File: config.mk
export PLATFORM = sky130hd
export DESIGN_NAME = bank_addr_map
export DESIGN_NICKNAME = d
export VERILOG_FILES = /design/src/rtl/bank_map_pkg.sv /design/src/rtl/rst_sync.sv /design/src/rtl/bank_sel_reg.sv /design/src/rtl/addr_xlate.sv /design/src/rtl/bank_addr_map.sv
export SDC_FILE = /design/constraint.sdc
export NUM_CORES = 1
export LEC_CHECK = 0
export ABC_AREA = 1
export ABC_CLOCK_PERIOD_IN_PS = 800
export BUFFER_PORTS_ARGS = -buffer_cell sky130_fd_sc_hd__clkbuf_2
export CAP_MARGIN = 5
export CORE_MARGIN = 2
export CORE_UTILIZATION = 29
export DETAILED_ROUTE_END_ITERATION = 16
export PLACE_DENSITY = 0.8
export SETUP_SLACK_MARGIN = 0.1
export SLEW_MARGIN = 30
export SYNTH_ARGS = -nofsm -noshare
export SYNTH_HDL_FRONTEND = slang
export SYNTH_SLANG_ARGS = --single-unit
File: constraint.sdc
create_clock -name clk -period 0.8 [get_ports clk]
set_input_delay 0.16 -clock clk [delete_from_list [all_inputs] [get_ports clk]]
set_output_delay 0.16 -clock clk [all_outputs]
set_load 0.02 [all_outputs]
File: src/rtl/bank_map_pkg.sv
package bank_map_pkg;
  localparam int BANK_W = 2;

  typedef logic [BANK_W-1:0] bank_t;

  typedef struct packed {
    bank_t co;   // constant-access selector
    bank_t fi;   // instruction-fetch selector
  } bank_sel_t;

  function automatic logic bank_ok(input bank_t b, input int nb);
    return int'(b) < nb;
  endfunction
endpackage

File: src/rtl/rst_sync.sv
module rst_sync #(
  parameter int STAGES = 2
) (
  input  logic clk,
  input  logic rst_n,
  output logic rst_n_s
);
  logic [STAGES-1:0] chain_q;

  always_ff @(posedge clk or negedge rst_n) begin
    if (!rst_n) chain_q <= '0;
    else        chain_q <= {chain_q[STAGES-2:0], 1'b1};
  end

  assign rst_n_s = chain_q[STAGES-1];
endmodule

File: src/rtl/bank_sel_reg.sv
module bank_sel_reg
  import bank_map_pkg::*;
#(
  parameter int         NUM_BANKS = 4,
  parameter logic [7:0] SFR_ADDR  = 8'h84
) (
  input  logic      clk,
  input  logic      rst_n,
  input  logic [7:0] sfr_addr,
  input  logic      sfr_wr,
  input  logic [7:0] sfr_wdata,
  input  bank_t     exec_bank,
  output bank_sel_t sel_q,
  output logic [7:0] sfr_rdata
);
  localparam int CO_LSB = 4;
  localparam int FI_LSB = 0;

  logic  wr_hit;
  logic  co_en, fi_en;
  bank_t co_d, fi_d;
  logic  rsvd_unused;

  // next-state
  always_comb begin
    wr_hit = sfr_wr && (sfr_addr == SFR_ADDR);
    co_d   = sfr_wdata[CO_LSB +: BANK_W];
    fi_d   = sfr_wdata[FI_LSB +: BANK_W];
    co_en  = wr_hit && bank_ok(co_d, NUM_BANKS);
    fi_en  = wr_hit && (exec_bank == '0) && bank_ok(fi_d, NUM_BANKS);
  end

  assign rsvd_unused = ^{sfr_wdata[7:6], sfr_wdata[3:2]};

  // register
  always_ff @(posedge clk or negedge rst_n) begin
    if (!rst_n) begin
      sel_q <= '0;
    end else begin
      if (co_en) sel_q.co <= co_d;
      if (fi_en) sel_q.fi <= fi_d;
    end
  end

  // read path
  always_comb begin
    sfr_rdata = '0;
    if (sfr_addr == SFR_ADDR) begin
      sfr_rdata[CO_LSB +: BANK_W] = sel_q.co;
      sfr_rdata[FI_LSB +: BANK_W] = sel_q.fi;
    end
  end

  assert_fetch_locked_R7: assert property (@(posedge clk) disable iff (!rst_n)
    (sfr_wr && sfr_addr == SFR_ADDR && exec_bank != '0) |=> $stable(sel_q.fi));

  assert_const_updates_R7: assert property (@(posedge clk) disable iff (!rst_n)
    (sfr_wr && sfr_addr == SFR_ADDR && int'(sfr_wdata[5:4]) < NUM_BANKS)
      |=> sel_q.co == $past(sfr_wdata[5:4]));

  assert_in_range_R8: assert property (@(posedge clk) disable iff (!rst_n)
    int'(sel_q.co) < NUM_BANKS && int'(sel_q.fi) < NUM_BANKS);

  assert_no_stray_write_R5: assert property (@(posedge clk) disable iff (!rst_n)
    !(sfr_wr && sfr_addr == SFR_ADDR) |=> $stable(sel_q));
endmodule

File: src/rtl/addr_xlate.sv
module addr_xlate
  import bank_map_pkg::*;
#(
  parameter int LOG_W = 16
) (
  input  logic [LOG_W-1:0]      laddr,
  input  bank_t                 sel,
  output logic [BANK_W+LOG_W-2:0] paddr
);
  localparam int OFS_W = LOG_W - 1;

  bank_t bank;

  always_comb begin
    bank  = laddr[LOG_W-1] ? sel : '0;
    paddr = {bank, laddr[OFS_W-1:0]};
  end
endmodule

File: src/rtl/bank_addr_map.sv
module bank_addr_map
  import bank_map_pkg::*;
#(
  parameter int         NUM_BANKS = 4,
  parameter int         LOG_W     = 16,
  parameter logic [7:0] SFR_ADDR  = 8'h84
) (
  input  logic               clk,
  input  logic               rst_n,
  input  logic [7:0]         sfr_addr,
  input  logic               sfr_wr,
  input  logic [7:0]         sfr_wdata,
  output logic [7:0]         sfr_rdata,
  input  logic [1:0]         exec_bank,
  input  logic [LOG_W-1:0]   fetch_addr,
  output logic [LOG_W:0]     fetch_paddr,
  input  logic [LOG_W-1:0]   const_addr,
  output logic [LOG_W:0]     const_paddr
);
  localparam int PHYS_W = BANK_W + LOG_W - 1;
  localparam int NPATH  = 2;

  logic      rst_n_s;
  bank_sel_t sel_q;

  logic [LOG_W-1:0]  path_la [NPATH];
  bank_t             path_sel[NPATH];
  logic [PHYS_W-1:0] path_pa [NPATH];

  rst_sync #(.STAGES(2)) u_rst_sync (
    .clk     (clk),
    .rst_n   (rst_n),
    .rst_n_s (rst_n_s)
  );

  bank_sel_reg #(.NUM_BANKS(NUM_BANKS), .SFR_ADDR(SFR_ADDR)) u_sel_reg (
    .clk       (clk),
    .rst_n     (rst_n_s),
    .sfr_addr  (sfr_addr),
    .sfr_wr    (sfr_wr),
    .sfr_wdata (sfr_wdata),
    .exec_bank (exec_bank),
    .sel_q     (sel_q),
    .sfr_rdata (sfr_rdata)
  );

  assign path_la[0]  = fetch_addr;
  assign path_sel[0] = sel_q.fi;
  assign path_la[1]  = const_addr;
  assign path_sel[1] = sel_q.co;

  for (genvar p = 0; p < NPATH; p++) begin : g_path
    addr_xlate #(.LOG_W(LOG_W)) u_xlate (
      .laddr (path_la[p]),
      .sel   (path_sel[p]),
      .paddr (path_pa[p])
    );
  end

  assign fetch_paddr = path_pa[0];
  assign const_paddr = path_pa[1];

  assert_low_window_R1: assert property (@(posedge clk) disable iff (!rst_n_s)
    (!fetch_addr[LOG_W-1] |-> fetch_paddr[PHYS_W-1 -: BANK_W] == '0) and
    (!const_addr[LOG_W-1] |-> const_paddr[PHYS_W-1 -: BANK_W] == '0));

  assert_fetch_window_R2: assert property (@(posedge clk) disable iff (!rst_n_s)
    (fetch_addr[LOG_W-1] && sfr_addr == SFR_ADDR)
      |-> fetch_paddr[PHYS_W-1 -: BANK_W] == sfr_rdata[1:0]);

  assert_const_window_R3: assert property (@(posedge clk) disable iff (!rst_n_s)
    (const_addr[LOG_W-1] && sfr_addr == SFR_ADDR)
      |-> const_paddr[PHYS_W-1 -: BANK_W] == sfr_rdata[5:4]);

  assert_offset_kept_R1: assert property (@(posedge clk) disable iff (!rst_n_s)
    fetch_paddr[LOG_W-2:0] == fetch_addr[LOG_W-2:0] &&
    const_paddr[LOG_W-2:0] == const_addr[LOG_W-2:0]);

  assert_reserved_zero_R6: assert property (@(posedge clk) disable iff (!rst_n_s)
    sfr_rdata[7:6] == 2'b00 && sfr_rdata[3:2] == 2'b00);
endmodule

**Yosys cells after proc, flatten, opt, wreduce, memory -nomap -nowiden**

Index checks and enable logic that the tools add are counted.

- Input port bits: 53
- Bits in registers: 6
- Output and inout bits: 42
- Logic and storage cells: 11

- Mux-type cells: 4
- Reductions and logical operators: 3
- Eq/ne operators: 1

Operator list:

| kind | number |
|---|---|
| $eq 8x8->1 const B | 1 |
| $mux 2 | 4 |
| $logic_and 1x1->1 | 2 |
| $logic_not 2->1 | 1 |

**Longest topological paths before layout**

Gate-level depths: netlist (run 1).

- Word-level depth: 3
- Gate-level depth with buffers: 8
- Mapped depth without buffers: 8

**Hierarchy**

Synthesis (run 1) repeated with hierarchy kept, for this count alone.

- Cell total of the unflattened synthesis: 83
- Area, all modules: 588.1 µm²

Modules (own cells, without submodules):

| module | sequential area each (µm²) | cells an instance | instances | area each (µm²) |
|---|---|---|---|---|
| bank_sel_reg | 100.1 | 42 | 1 | 279.0 |
| addr_xlate | 0.0 | 19 | 2 | 127.6 |
| rst_sync | 50.0 | 3 | 1 | 53.8 |

**Least setup slack after synthesis (run 1)**

No wires, ideal clock.

- Path kind: in2out
- From: input sfr_addr[2]
- To: output sfr_rdata[0]
- Arrival: 0.747 ns
- Stages: 6
- Required time: 0.640 ns
- Path buffers: 0
- Path slack: -0.107 ns
- Cell sequence: inv_1 nor2_2 nand2_2 inv_2 nand2_4 nor2_1

- Word-level cells in the longest chain between the ends: 2

Ends and longest elaborated chain:

| what | RTL line | source |
|---|---|---|
| start: declaration | bank_addr_map.sv:10 | `input logic [7:0] sfr_addr,` |
| $eq 8x8->1 | bank_sel_reg.sv:48 | `if (sfr_addr == SFR_ADDR) begin` |
| $mux 2 | bank_sel_reg.sv:48 |  |
| end: declaration | bank_addr_map.sv:13 | `output logic [7:0] sfr_rdata,` |

No other way between the ends.

**Worst setup path after layout (run 1)**

- From: register, netlist name u_sel_reg.sel_q[0]
- To: output fetch_paddr[15]

- Word-level cells in the longest chain between the ends: 1

Ends and longest elaborated chain:

| what | RTL line | source |
|---|---|---|
| $mux 2 | addr_xlate.sv:15 | `bank = laddr[LOG_W-1] ? sel : '0;` |
| end: declaration | bank_addr_map.sv:16 | `output logic [LOG_W:0] fetch_paddr,` |

No other way between the ends.

==> reports/summary.txt, run 1 <==
Pwr Total - 0.000752 W
Crit. End Element - output port
#FFs+latches synth - 6
Status - complete, but fails checks
Width of the die - 50.9 µm
Fin cells - 120
Nets - 148
Worst hold path type - reg -> async
Layout cells sized above 1 - 0.613
Port Buffers - 26
CTS Sinks - 6
Drt first pass iters - 2
Total Wirelength - 1200 µm
Power density cells - 997 nW/µm²
Critical path arrival - 0.88 ns
Final Cell Area - 754 µm²
Post-DP Area - 612 µm²
Mean Syn Cell Area - 7.08 µm²
CTS Buffer Depth - 2
Drt wl/cell - 10.0 µm
Max-slew violations - 0
Pin count of the biggest net entering global routing - 6
CTS Buf Count - 3
Seq/Total Area, Yosys - 0.236
Die area - 2590 µm²
Post-DRT Antenna Nets - 0
Peak VDD IR - 0.452 mV
Fillers - 223
Violated checks - setup timing
RSZ-0062 raised after global routing - yes
Ys Warns - 0
Antenna diodes - 0
Post-layout minimum cycle time - 1.04 ns
Setup Crit Path Kind - reg -> out
Worst-path clk slew - 0.04 ns
Most frequent cells in the layout - clkbuf_2 (17), nand2_1 (14), inv_2 (8), nor2_4 (8), dfrtp_1 (6)
HPWL Detailed - 1060 µm
Post-Syn Area - 637 µm²
Initial DRC Count - 1
Gpl congestion - 0.645
Vias per cell - 3.84
Synth area leaders - buf_4 (40%), dfrtp_1 (24%), nand2_1 (9.4%), inv_1 (7.1%), nor2_1 (3.5%)
Share of the synthesized area in the top cell type - 0.401
P&R area growth vs syn - 18.5%
Post-place setup slack - -0.259 ns
Setup TNS - -1.87 ns
CP top delay family - flip-flops
Startpoint type of the worst setup path - flip-flop
Final worst slack - -0.241 ns
Placed Instances - 112
Commonest non-fill, non-tap cell in the layout - clkbuf_2
Grt ovf - 0
Buffers and inverters on the worst path - 2
CTS tree - built
Antenna violations before repair - 0
FF/Latch Area - 150 µm²
Chain of cells forming the critical path - nand2_1, inv_1, clkbuf_8
Pleak - 0.414 nW
Setup violators final - 8
Area of the multi-input gates - 240 µm²
Slowest-stage cell, CP - dfrtp_1
Root Driver - clkbuf_4
Clk Latency, worst-skew pair - 0.24 ns
DRC viols - 0
Cell count after synthesis - 90
Max-cap check violation count - 0
Final hold vios - 0
Clock Skew - 0.00134 ns
Initial Util - 0.315
Netlist cell types - 13
Area leader, netlist - buf_4
Rows - 16
Critical Path Max Stage Delay - 0.40 ns
Vias in the first global route - 471
CP max FO - 3
Crit share post-route - 1.30
Core footprint - 2020 µm²
Global-route wire length before repair - 1770 µm
Io pins - 95
CP required - 0.64 ns
Die height - 50.9 µm
H-tree lvl count - 1
Max Clock Freq - 961 MHz
Via count - 461
All-Layer GR Usage - 0.0914
-- registers in the layout (all words and copies together) (netlist names) --
name                count
u_rst_sync.chain_q      2
u_sel_reg.sel_q         4
-- worst paths after layout --
kind / from / endpoint / slack (ns) / cells after the start
max: u_sel_reg.sel_q[0]$_DFFE_PN0P_ / fetch_paddr[15] / -0.24 / 3
min: u_rst_sync.chain_q[1]$_DFF_PN0_ / u_sel_reg.sel_q[1]$_DFFE_PN0P_ / 0.06 / 0
max reg2reg: u_sel_reg.sel_q[3]$_DFFE_PN0P_ / u_sel_reg.sel_q[3]$_DFFE_PN0P_ / 0.05 / 3
min reg2reg: u_rst_sync.chain_q[1]$_DFF_PN0_ / u_sel_reg.sel_q[1]$_DFFE_PN0P_ / 0.06 / 0
max in group asynchronous: rst_n / u_rst_sync.chain_q[1]$_DFF_PN0_ / 0.46 / 2
min in group clk: sfr_wdata[4] / u_sel_reg.sel_q[2]$_DFFE_PN0P_ / 0.13 / 3
-- power by group --
part           switching (W)  internal [W]  total [W]  leakage, nW
Combinational      0.0000888     0.0000719   0.000161        0.322
Sequential         0.0000101      0.000316   0.000326       0.0787
Clock              0.0000963      0.000169   0.000265       0.0138
-- metrics by stage --
stage               utilization  hold slack (ns)
floorplan                     -           -0.136
global placement          0.303          -0.0509
detailed placement        0.303          -0.0512
CTS                       0.351           0.0607
global route              0.373           0.0694
finish                    0.373           0.0581
-- metal layers --
layer	up-vias	wire (µm)	track usage
li1	229	-	-
met1	206	319	0.0695
met2	16	695	0.184
met3	10	110	0.0117
met4	0	76	0.0946
met5	-	0	0
-- repair_timing --
item / CTS / global route
pin swaps: 5 / 6
endpoints found under the hold margin: 2 / 0
buffers inserted: 3 / 1
setup endpoints to repair: 8 / 10
hold buffers: 1 / 0
gates resized for setup: 14 / 18
-- cells in the mapped netlist --
cell and instances:
buf_4 34, nand2_1 16, inv_1 12, dfrtp_1 6, nor2_1 6, nand4_1 3
nor2_2 3, conb_1 2, inv_2 2, nand2_2 2, nor2_4 2, nand2_4 1
nand3_1 1
-- layout make-up --
| cell class | instances | area share |
|---|---|---|
| Multi-Input combinational cell | 39 | 0.318 |
| Clock buffer | 3 | 0.0299 |
| Sequential cell | 6 | 0.199 |
| Inverter | 14 | 0.0796 |
| Timing Repair Buffer | 31 | 0.328 |
| Tap cell | 27 | 0.0448 |
-- cell families (layout without fill, tap and decap cells) --
logic type | after synthesis | after routing | share of synthesized area
buffers and inverters | 48 | 48 | 0.483
AND/OR/NAND/NOR | 34 | 34 | 0.269
flip-flops | 6 | 6 | 0.236
other | 2 | 5 | 0.0118
(Power assumes the default switching activity.)
==> inputs of run 2 (changes only) <==
--- a/config.mk
+++ b/config.mk
@@ -6,13 +6,13 @@
 export NUM_CORES = 1
 export LEC_CHECK = 0
 export ABC_AREA = 1
-export ABC_CLOCK_PERIOD_IN_PS = 800
+export ABC_CLOCK_PERIOD_IN_PS = 1200
 export BUFFER_PORTS_ARGS = -buffer_cell sky130_fd_sc_hd__clkbuf_2
 export CAP_MARGIN = 5
 export CORE_MARGIN = 2
-export CORE_UTILIZATION = 29
+export CORE_UTILIZATION = 31
 export DETAILED_ROUTE_END_ITERATION = 16
-export PLACE_DENSITY = 0.8
+export PLACE_DENSITY = 0.84
 export SETUP_SLACK_MARGIN = 0.1
 export SLEW_MARGIN = 30
 export SYNTH_ARGS = -nofsm -noshare
==> constraint.sdc (replaced) <==
create_clock -name clk -period 1.2 [get_ports clk]
set_input_delay 0.24 -clock clk [delete_from_list [all_inputs] [get_ports clk]]
set_output_delay 0.24 -clock clk [all_outputs]
set_load 0.02 [all_outputs]
==> reports/summary.txt, run 2 (synthesis gave the netlist of run 1 again) <==
Peak VDD IR - 0.514 mV (+14%)
Max-slew violations - 0 (unchanged)
Post-place setup slack - 0.00204 ns (+0.261 ns)
Largest registers - u_sel_reg.sel_q x4, u_rst_sync.chain_q x2
DRC viols - 0 (unchanged)
P_sw - 0.000127 W (-35%)
Chain of cells forming the critical path - buf_6, inv_4, nand2_2, nor2_4, nand2_4, nor2_4, buf_8
Nets - 151 (+2.0%)
Worst-path clk slew - 0.05 ns (about the same)
All-Layer GR Usage - 0.0915 (+0.000134)
Sequential share of power - 0.432 (-0.002)
Antenna violations before repair - 0 (unchanged)
CP required - 0.96 ns (+0.32 ns)
Layout cells sized above 1 - 0.604 (-0.00874)
Critical Path Max Stage Delay - 0.14 ns (-0.26 ns)
Initial DRC Count - 2 (+1)
Via count - 488 (+5.9%)
Port Buffers - 26 (unchanged)
Core footprint - 1940 µm² (-4.0%)
Max Clock Freq - 865 MHz
Drt first pass iters - 3 (+1)
Final worst slack - 0.0440 ns (+0.285 ns)
Setup TNS - 0 ns (+1.87 ns)
Cells on worst reg2reg path - 3 (unchanged)
Die height - 49.3 µm (-3.0%)
Worst hold path type - reg -> async
Clock Skew - 0.00702 ns (+0.00568 ns)
Largest register FFs - 4 (unchanged)
Global-route wire length before repair - 1740 µm (-2.0%)
CTS Buffer Depth - 2 (unchanged)
Buffers and inverters on the worst path - 3 (+1)
Power share of the combinational group - 0.214 (about the same)
CTS tree - built
Post-DRT Antenna Nets - 0 (unchanged)
CTS Sinks - 6 (unchanged)
Total Wirelength - 1200 µm (-0.33%)
Slowest-stage cell, CP - nor2_4
Antenna diodes - 0 (unchanged)
H-tree lvl count - 1 (unchanged)
Io pins - 95 (unchanged)
Most used cell, CP - nor2_4
Pin count of the biggest net entering global routing - 6 (unchanged)
Die area - 2430 µm² (-5.9%)
HPWL Detailed - 923 µm (-13%)
Status - complete, no violations
Fin cells - 123 (+2.5%)
Most frequent cells in the layout - nand2_1 (15), clkbuf_2 (15), inv_2 (8), buf_6 (8), buf_4 (7)
Gpl congestion - 0.665 (+3.2%)
CTS Buf Count - 3 (unchanged)
Worst Setup SP - sfr_addr[6]
Clk Latency, worst-skew pair - 0.24 ns (about the same)
Placed Instances - 112 (unchanged)
P_int - 0.000376 W (-33%)
Startpoint type of the worst setup path - primary input
Setup violators final - 0 (-8)
Grt ovf - 0 (unchanged)
CP top delay family - simple AND/OR/NAND/NOR gates
Vias per cell - 3.97 (+3.3%)
Setup Crit Path Kind - in -> out
Net Sw Frac - 0.252 (-0.00712)
Rows - 16 (unchanged)
Most flops, register - u_sel_reg.sel_q
Worst setup path end - sfr_rdata[1]
Width of the die - 49.3 µm (-3.0%)
Vias in the first global route - 453 (-3.8%)
Pleak - 0.420 nW (+1.4%)
Reg-to-Reg End - u_sel_reg.sel_q[1]$_DFFE_PN0P_
Max-cap check violation count - 0 (unchanged)
Worst r2r src - u_sel_reg.sel_q[1]$_DFFE_PN0P_
Fillers - 197 (-12%)
Root Driver - clkbuf_4
Power density cells - 669 nW/µm² (-33%)
Levels on crit path - 7 (+4)
Critical path arrival - 0.92 ns (+0.04 ns)
Clock power share - 0.354 (+0.002)
Drt wl/cell - 9.72 µm (-2.8%)
Crit share post-route - 0.963
Final hold vios - 0 (unchanged)
Reg-to-reg slack, setup - 0.46 ns (+0.41 ns)
RSZ-0062 raised after global routing - yes
Pwr Total - 0.000502 W (-33%)
Crit. End Element - output port
Initial Util - 0.328 (+0.0130)
Post-layout minimum cycle time - 1.16 ns
P&R area growth vs syn - 17.9%
CP max FO - 5 (+2)
run 2: changes by cell type in the layout (fill, tap and decap cells not counted), moves of 2 or more:
cell	delta
clkbuf_2	-2
buf_6	+3
nor2_2	+3
nor2_4	-3
buf_8	-2
buf_4	+4
run 2: final cells by class:
class | instances | area, µm² | share of cell area
clock buffers | 3 | 22.5 | 0.0300
inverters | 14 | 55.1 | 0.0733
multi-input cells | 39 | 218 | 0.290
well taps | 27 | 33.8 | 0.0450
repair buffers | 34 | 272 | 0.362
flip-flops and latches | 6 | 150 | 0.200
run 2: per-stage QoR:
| step | area (µm²) | hold WS, ns | util |
|---|---|---|---|
| final | 751 | 0.0596 | 0.387 |
| after global routing | 751 | 0.0809 | 0.387 |
| after CTS | 661 | 0.0639 | 0.340 |
| after detailed placement | 557 | 0.0304 | 0.287 |
| after global placement | 557 | 0.0284 | 0.287 |
| after floorplan | 648 | -0.0556 | - |
run 2: metal layers:
layer,part of all wire,vias up,global-route usage
li1,-,234,-
met1,0.31,220,0.0642
met2,0.57,18,0.182
met3,0.079,16,0.0307
met4,0.043,0,0.0810
met5,0,-,0
run 2: repair_timing:
action	4_1_cts	5_1_grt
hold endpoints to repair	2	0
buffers inserted	4	3
endpoints found under the setup margin	8	8
hold buffers	1	0
gates resized for setup	14	28
pin swaps	3	10
run 2: worst min-delay path by stage:
stage,startpoint,to,slack (ns)
6_report,u_rst_sync.chain_q[1]$_DFF_PN0_,u_sel_reg.sel_q[3]$_DFFE_PN0P_,0.06
5_1_grt,u_rst_sync.chain_q[1]$_DFF_PN0_,u_sel_reg.sel_q[3]$_DFFE_PN0P_,0.08
4_1_cts,u_rst_sync.chain_q[1]$_DFF_PN0_,u_sel_reg.sel_q[3]$_DFFE_PN0P_,0.06
3_5_place_dp,rst_n,u_rst_sync.chain_q[0]$_DFF_PN0_,0.03
3_3_place_gp,rst_n,u_rst_sync.chain_q[0]$_DFF_PN0_,0.03
2_1_floorplan,rst_n,u_rst_sync.chain_q[0]$_DFF_PN0_,-0.06
run 2: power groups by stage:
stage / Sequential [W] / Combinational (W) / Clock (W)
3_5_place_dp: 0.000220 / 0.0000788 / 0
4_1_cts: 0.000217 / 0.0000894 / 0.000187
6_report: 0.000217 / 0.000108 / 0.000178
5_1_grt: 0.000218 / 0.000117 / 0.000211
2_1_floorplan: 0.000218 / 0.000195 / 0
3_3_place_gp: 0.000219 / 0.0000756 / 0
run 2: worst register-to-register path: stages, from the launching register on:
cell     delay [ns]
dfrtp_1        0.40
buf_4          0.14
nand2_1        0.05
nand2_1        0.04
